[src/rtl/prr_pkg.sv]
package prr_pkg;
  localparam int IDX_W   = 32;
  localparam int VAL_W   = 64;
  localparam int HALF_W  = VAL_W / 2;
  localparam int ENTRIES = 8;
  localparam int SLOT_W  = $clog2(ENTRIES);

  localparam logic [15:0] OPC_READ = 16'h0F32;
  localparam logic [7:0]  VEC_UD   = 8'd6;
  localparam logic [7:0]  VEC_GP   = 8'd13;

  typedef enum logic [2:0] {
    MODE_REAL   = 3'd0,
    MODE_PROT   = 3'd1,
    MODE_COMPAT = 3'd2,
    MODE_V86    = 3'd3,
    MODE_LONG   = 3'd4
  } mode_e;

  typedef struct packed {
    logic load;
    logic faultUd;
    logic faultGp;
  } strobe_t;
endpackage

[src/rtl/prr_table.sv]
module prr_table
  import prr_pkg::*;
#(
  parameter int N = ENTRIES,
  parameter int SW = SLOT_W
) (
  input  logic             clk,
  input  logic             rstN,
  input  logic             wrEn,
  input  logic [SW-1:0]    wrSlot,
  input  logic [IDX_W-1:0] wrIndex,
  input  logic [VAL_W-1:0] wrValue,
  input  logic [VAL_W-1:0] wrMask,
  input  logic [IDX_W-1:0] key,
  output logic             hit,
  output logic [VAL_W-1:0] hitVal
);
  logic [IDX_W-1:0] slotIdx [N];
  logic [VAL_W-1:0] slotVal [N];
  logic [N-1:0]     slotVld;

  for (genvar g = 0; g < N; g++) begin : gSlot
    always_ff @(posedge clk or negedge rstN) begin
      if (!rstN) begin
        slotVld[g] <= 1'b0;
        slotIdx[g] <= '0;
        slotVal[g] <= '0;
      end else if (wrEn && wrSlot == SW'(g)) begin
        slotVld[g] <= 1'b1;
        slotIdx[g] <= wrIndex;
        slotVal[g] <= wrValue & wrMask;
      end
    end
  end

  // scan from the top so the lowest matching slot is the last to win
  always_comb begin
    hit    = 1'b0;
    hitVal = '0;
    for (int i = N - 1; i >= 0; i--) begin
      if (slotVld[i] && slotIdx[i] == key) begin
        hit    = 1'b1;
        hitVal = slotVal[i];
      end
    end
  end
endmodule

[src/rtl/prr_ctrl.sv]
module prr_ctrl
  import prr_pkg::*;
(
  input  logic        reqValid,
  input  logic [15:0] reqOpcode,
  input  logic        reqLock,
  input  logic [1:0]  reqCpl,
  input  logic [2:0]  reqMode,
  input  logic        hit,
  output strobe_t     st
);
  logic opOk;
  logic isV86;
  logic isReal;

  assign opOk   = (reqOpcode == OPC_READ);
  assign isV86  = (reqMode == MODE_V86);
  assign isReal = (reqMode == MODE_REAL);

  always_comb begin
    st = '0;
    if (reqValid && opOk) begin
      if (isV86)                      st.faultGp = 1'b1;
      else if (reqLock)               st.faultUd = 1'b1;
      else if (!isReal && reqCpl != 2'd0) st.faultGp = 1'b1;
      else if (!hit)                  st.faultGp = 1'b1;
      else                            st.load    = 1'b1;
    end
  end
endmodule

[src/rtl/prr_datapath.sv]
module prr_datapath
  import prr_pkg::*;
(
  input  logic             clk,
  input  logic             rstN,
  input  strobe_t          st,
  input  logic [VAL_W-1:0] hitVal,
  output logic             resValid,
  output logic [VAL_W-1:0] raxOut,
  output logic [VAL_W-1:0] rdxOut,
  output logic             fltValid,
  output logic [7:0]       fltVector,
  output logic [15:0]      fltCode
);
  always_ff @(posedge clk or negedge rstN) begin
    if (!rstN) begin
      resValid  <= 1'b0;
      fltValid  <= 1'b0;
      raxOut    <= '0;
      rdxOut    <= '0;
      fltVector <= '0;
      fltCode   <= '0;
    end else begin
      resValid <= st.load;
      fltValid <= st.faultUd | st.faultGp;
      if (st.load) begin
        raxOut <= {{HALF_W{1'b0}}, hitVal[HALF_W-1:0]};
        rdxOut <= {{HALF_W{1'b0}}, hitVal[VAL_W-1:HALF_W]};
      end
      if (st.faultUd || st.faultGp) begin
        fltVector <= st.faultUd ? VEC_UD : VEC_GP;
        fltCode   <= '0;
      end
    end
  end
endmodule

[src/rtl/priv_reg_reader.sv]
module priv_reg_reader
  import prr_pkg::*;
(
  input  logic        clk,
  input  logic        rstN,
  input  logic        reqValid,
  input  logic [15:0] reqOpcode,
  input  logic        reqLock,
  input  logic [1:0]  reqCpl,
  input  logic [2:0]  reqMode,
  input  logic [63:0] reqRcx,
  input  logic        tblWrEn,
  input  logic [2:0]  tblWrSlot,
  input  logic [31:0] tblWrIndex,
  input  logic [63:0] tblWrValue,
  input  logic [63:0] tblWrMask,
  output logic        resValid,
  output logic [63:0] raxOut,
  output logic [63:0] rdxOut,
  output logic        fltValid,
  output logic [7:0]  fltVector,
  output logic [15:0] fltCode
);
  logic             hit;
  logic [VAL_W-1:0] hitVal;
  strobe_t          st;
  logic             unusedRcxHi;

  assign unusedRcxHi = ^reqRcx[63:IDX_W];

  prr_table uTable (
    .clk(clk), .rstN(rstN),
    .wrEn(tblWrEn), .wrSlot(tblWrSlot), .wrIndex(tblWrIndex),
    .wrValue(tblWrValue), .wrMask(tblWrMask),
    .key(reqRcx[IDX_W-1:0]), .hit(hit), .hitVal(hitVal)
  );

  prr_ctrl uCtrl (
    .reqValid(reqValid), .reqOpcode(reqOpcode), .reqLock(reqLock),
    .reqCpl(reqCpl), .reqMode(reqMode), .hit(hit), .st(st)
  );

  prr_datapath uDp (
    .clk(clk), .rstN(rstN), .st(st), .hitVal(hitVal),
    .resValid(resValid), .raxOut(raxOut), .rdxOut(rdxOut),
    .fltValid(fltValid), .fltVector(fltVector), .fltCode(fltCode)
  );
endmodule

[config.mk]
export PLATFORM = sky130hd
export DESIGN_NAME = priv_reg_reader
export DESIGN_NICKNAME = d
export VERILOG_FILES = /design/src/rtl/prr_pkg.sv /design/src/rtl/prr_table.sv /design/src/rtl/prr_ctrl.sv /design/src/rtl/prr_datapath.sv /design/src/rtl/priv_reg_reader.sv
export SDC_FILE = /design/constraint.sdc
export NUM_CORES = 2
export LEC_CHECK = 0
export BUFFER_PORTS_ARGS = -buffer_cell sky130_fd_sc_hd__buf_2
export CAP_MARGIN = 20
export CORE_UTILIZATION = 45
export CTS_CLUSTER_DIAMETER = 200
export CTS_CLUSTER_SIZE = 14
export DETAILED_ROUTE_END_ITERATION = 12
export HOLD_SLACK_MARGIN = 0.15
export PLACE_DENSITY = 0.66
export SETUP_SLACK_MARGIN = 0.1
export SLEW_MARGIN = 20
export SYNTH_ARGS = -nofsm -noshare
export SYNTH_HDL_FRONTEND = slang
export SYNTH_SLANG_ARGS = --single-unit
export TNS_END_PERCENT = 20
[constraint.sdc]
create_clock -name clk -period 2.6 [get_ports clk]
set_input_delay 0.39 -clock clk [delete_from_list [all_inputs] [get_ports clk]]
set_output_delay 0.39 -clock clk [all_outputs]
set_load 0.02 [all_outputs]
==> impl_summary.txt <==
----------------------------------------------------
[Outcome]
  Status ... complete, but fails checks
  Failing checks ... setup timing

[Job]
  Maximum Capacitance Violations ... 0

[Global routing]
  Total gr overflow ... 0
  Global-route wire length before repair ... 176000 µm
  Vias in the first global route ... just under 30000
  Global router's overall resource usage ... 0.265
  Number of antenna violations at the first check in global routing ... 3
  Largest net degree at the start of global routing ... 114

[Worst hold path]
  Class of the most critical hold timing path ... in -> reg
  Destination of the worst hold path ... uTable.slotVal[80]
  Min-Delay Path Depth ... 3
  Hold path startpoint ... tblWrMask[16]

[Clock tree]
  Clock insertion delay at the later pin of the skew report ... 0.64 ns
  CTS HTree Levels ... 3
  Clock Root Buffer ... clkbuf_16
  Sinks on the clock net ... 845
  Maximum clock insertion buffer count ... 3
  Cts bufs inserted ... 70
  Clock tree from TritonCTS ... built
  Clock slew at reported path FFs ... ~0.070 ns

[Setup path]
  Crit. path cell count ... 11
  Reg2Reg Launch Point ... uTable.slotIdx[120]
  Crit-path cells ... xor2_1 -> nor4_2 -> buf_4 -> nand4_1 -> or4_4 -> nor3b_4 -> clkbuf_16 -> buf_12 -> a2111oi_2 -> a211oi_1 -> o31ai_1
  Worst path max stage delay ... roughly 0.5 ns
  Critical Path Fanout Max ... 10
  Crit path max-delay family ... simple AND/OR/NAND/NOR gates
  Category of the critical setup timing path ... reg -> reg
  Startpoint type of the worst setup path ... register
  RR Endpoint ... uDp.rdxOut[1]
  Buffers plus inverters on the worst setup path ... 3
  Endpoint required time on the critical path ... between 3 and 4 ns
  Minimum setup slack among reg-to-reg paths ... -0.51 ns
  Slowest-stage cell, CP ... or4_4
  Reg2Reg Depth ... 11
  Endpoint arrival time on the critical path ... between 3 and 4 ns
  Type of element capturing the critical path ... register

[Logic synthesis]
  Number of distinct library cells after synthesis ... between 40 and 50
  Seq cells post-synth ... ~850
  Compound-cell area share of the yosys netlist ... 0.126
  Fraction of registers with async set/reset ... 1.00
  Prevailing post-synth register cell ... dfrtp_1
  Number of warnings reported in the yosys synthesis log ... 0
  Multiplexer fraction of the synthesized cell area ... 0.0747
  Synthesized instance count ... 3862
  Xor-xnor portion of the synthesized cell area ... 0.0579
  Simple-gate area share of the yosys netlist ... 0.140
  Post-Syn Area ... approximately 39000 µm²
  Post-synth EDFFs ... 0
  Post-synthesis sequential area ratio ... 0.546
  Adder-cell share of the synthesized area ... 0
  Combinational family with the most area after synthesis ... simple AND/OR/NAND/NOR gates
  Avg Synthesized Cell Area ... 10.0 µm²

[Pwr]
  VDD IR max ... approximately 550 µV
  PwrDens ... between 600 and 700 nW/µm²
  Switch share ... 0.279
  Internal Pwr Total ... about 0.022 W
  Total leakage power ... 21.3 nW
  Final total power ... ~0.031 W
  Share of power burned in the clock network ... 0.317
  Sw Pwr ... ~0.0085 W
  Logic gate share of total power ... 0.148
  Sequential share of power ... 0.535

[Timing]
  Total Neg Setup Slack ... -29.90 ns
  Fin crit share ... 1.19
  Count of endpoints failing setup in the final report ... approximately 70
  Clock Skew ... approximately 0.036 ns
  Maximum clock frequency ... roughly 320 MHz
  Worst-case headroom to the max-slew limit ... 0.574
  Setup repair after global routing missed its margin ... true
  Final setup slack of the worst path ... -0.506 ns
  Crit path time final ... roughly 3.1 ns
  Worst-margin pin slew ... about 0.64 ns
  Count of final hold-check violations ... 0
  Number of slew-limit violations in the final report ... 0

[Cells and area]
  Final Core Density ... 0.544
  Area used by multi-input combinational logic ... between 15000 and 20000 µm²
  Sequential Area ... approximately 21000 µm²
  Number of filler cells placed in the layout ... 7497
  Post-layout net count ... 4487
  Layout cells sized above 1 ... 0.247
  Area growth from synthesis to layout ... 19.7%

[Route]
  Number of iterations in the first detailed-routing pass ... 7
  Count of routing violations after the opening detailed-route iteration ... ~2300
  Count of antenna-violating nets left after detailed routing ... 0
  Routed wire length ... between 100000 and 150000 µm
  Via-per-instance ratio ... between 5 and 6
  Post-route DRC ... 0
  Overall via count from detail_route ... between 20000 and 30000
  Average routed wire per standard cell ... approximately 21 µm

[Placement]
  Number of port buffers ... 290
  Detailed placement HPWL ... between 70000 and 80000 µm
  Placer Congestion ... about 0.88

[Floorplanning]
  Starting Density ... 0.455
  Rows ... approximately 110
  DIE AREA ... 87200 µm²
  Overall die width ... roughly 300 µm
  Y dimension of the die ... approximately 300 µm
  Number of primary I/O pins ... 407
  CORE AREA ... roughly 85000 µm²

----------------------------------------------------
## sequential cells by signal, indices dropped and copies added (netlist names)
signal          cells
uDp.rdxOut         32
uTable.slotVld      8
uDp.resValid        1
uDp.fltValid        1
uDp.raxOut         32
uTable.slotIdx    256
uTable.slotVal    512
uDp.fltVector       3
## cell type report
type | count | area share
sequential | 845 | 0.456
multi-input combinational | 2666 | 0.364
inverter | 67 | 0.00543
timing repair buffer | 584 | 0.103
clock inverter | 6 | 0.00243
tap | 1144 | 0.0309
clock buffer | 71 | 0.0383
antenna | 2 | 0.000108
## how the worst max path moves through the flow
| stage | startpoint | to | slack (ns) |
|---|---|---|---|
| after detailed placement | reqRcx[24] | uDp.rdxOut[31] | -0.85 |
| after floorplan | reqRcx[8] | uDp.raxOut[1] | -0.12 |
| after global routing | uTable.slotIdx[120] | uDp.raxOut[4] | -0.62 |
| final | uTable.slotIdx[120] | uDp.rdxOut[1] | -0.51 |
| after global placement | reqRcx[24] | uDp.raxOut[31] | -0.85 |
| after CTS | uTable.slotIdx[121] | uDp.raxOut[18] | -0.47 |
## layout by cell type, fill, tap and decap left out, types with 3 or more instances in the layout
| cell type | instances |
|---|---|
| a2111oi_2 | 18 |
| a2111oi_4 | 45 |
| a211oi_1 | 52 |
| a211oi_2 | 11 |
| buf_12 | 72 |
| buf_16 | 3 |
| buf_2 | 289 |
| buf_4 | 186 |
| clkbuf_16 | 74 |
| conb_1 | 84 |
| dfrtp_1 | 845 |
| dlygate4sd3_1 | 27 |
| inv_1 | 67 |
| mux2_2 | 257 |
| nand2_1 | 835 |
| nand2_4 | 3 |
| nand2b_1 | 11 |
| nand3_1 | 140 |
| nand3_4 | 4 |
| nand4_1 | 12 |
| nor2_1 | 131 |
| nor2b_1 | 4 |
| nor3_1 | 28 |
| nor3_2 | 41 |
| nor3_4 | 6 |
| nor4_1 | 48 |
| nor4_2 | 7 |
| o21ai_0 | 576 |
| o31ai_1 | 59 |
| o31ai_2 | 4 |
| or4_4 | 3 |
| xnor2_1 | 23 |
| xor2_1 | 232 |
## repair_timing
| action | in CTS | in global routing |
|---|---|---|
| cloned | 2 | 3 |
| hold endpoints to repair | 407 | 0 |
| hold buffers | 27 | 0 |
| resized for setup | 39 | 46 |
| pin swaps | 10 | 17 |
| setup buffers | 2 | 3 |
| endpoints found under the setup margin | 69 | 69 |
## metrics by stage
step,cells,setup WS [ns],cell area (µm²),hold slack [ns]
2_1_floorplan,3945,-0.116,39600,0.0944
3_3_place_gp,5269,-0.846,43300,0.290
3_5_place_dp,5269,-0.851,43300,0.285
4_1_cts,5377,-0.465,45800,0.151
5_1_grt,5384,-0.618,46300,0.162
6_report,5385,-0.506,46300,0.183
## power groups by stage
stage / registers, W / logic, W / clock network (W)
global route: 0.0166 / 0.00504 / 0.0104
global placement: 0.0165 / 0.00431 / 0
CTS: 0.0164 / 0.00454 / 0.00988
finish: 0.0164 / 0.00453 / 0.00971
detailed placement: 0.0166 / 0.00445 / 0
floorplan: 0.0163 / 0.00287 / 0
## cells by family after synthesis
logic type	Yosys count
AO/OA/AOI/OAI	779
XOR/XNOR	256
buffers and inverters	434
flip-flops	845
multiplexers	257
other	1
AND/OR/NAND/NOR	1290
## metal layers
layer  GRT usage  share of wire  up-vias
met5           0              0        -
met2       0.446           0.49      936
met1       0.356           0.43    14700
met3      0.0356          0.052      204
met4      0.0828          0.031        0
li1            -              -    13700
## worst min-delay path, stage by stage
cell	delay [ns]
buf_2	0.10
nand2_1	0.18
o21ai_0	0.11
## synthesized netlist by cell type (3+ instances only)
master | count | share of area
xnor2_1 | 23 | 0.0052
a2111oi_0 | 3 | 0.00068
nand2_1 | 838 | 0.081
nand4_1 | 12 | 0.0019
a2111oi_2 | 60 | 0.023
nor2_1 | 132 | 0.013
o21ai_0 | 578 | 0.075
nor3_1 | 75 | 0.0097
nand3_1 | 145 | 0.019
buf_2 | 49 | 0.0063
buf_4 | 91 | 0.018
buf_1 | 27 | 0.0026
buf_6 | 14 | 0.0041
xor2_1 | 233 | 0.053
clkbuf_1 | 186 | 0.018
nand2b_1 | 11 | 0.0018
nor2b_1 | 4 | 0.00065
or4_1 | 4 | 0.00078
dfrtp_1 | 845 | 0.55
inv_1 | 67 | 0.0065
mux2_2 | 257 | 0.075
nor4_1 | 55 | 0.0089
o31ai_1 | 62 | 0.012
a211oi_1 | 63 | 0.012
(Power assumes the default switching activity.)
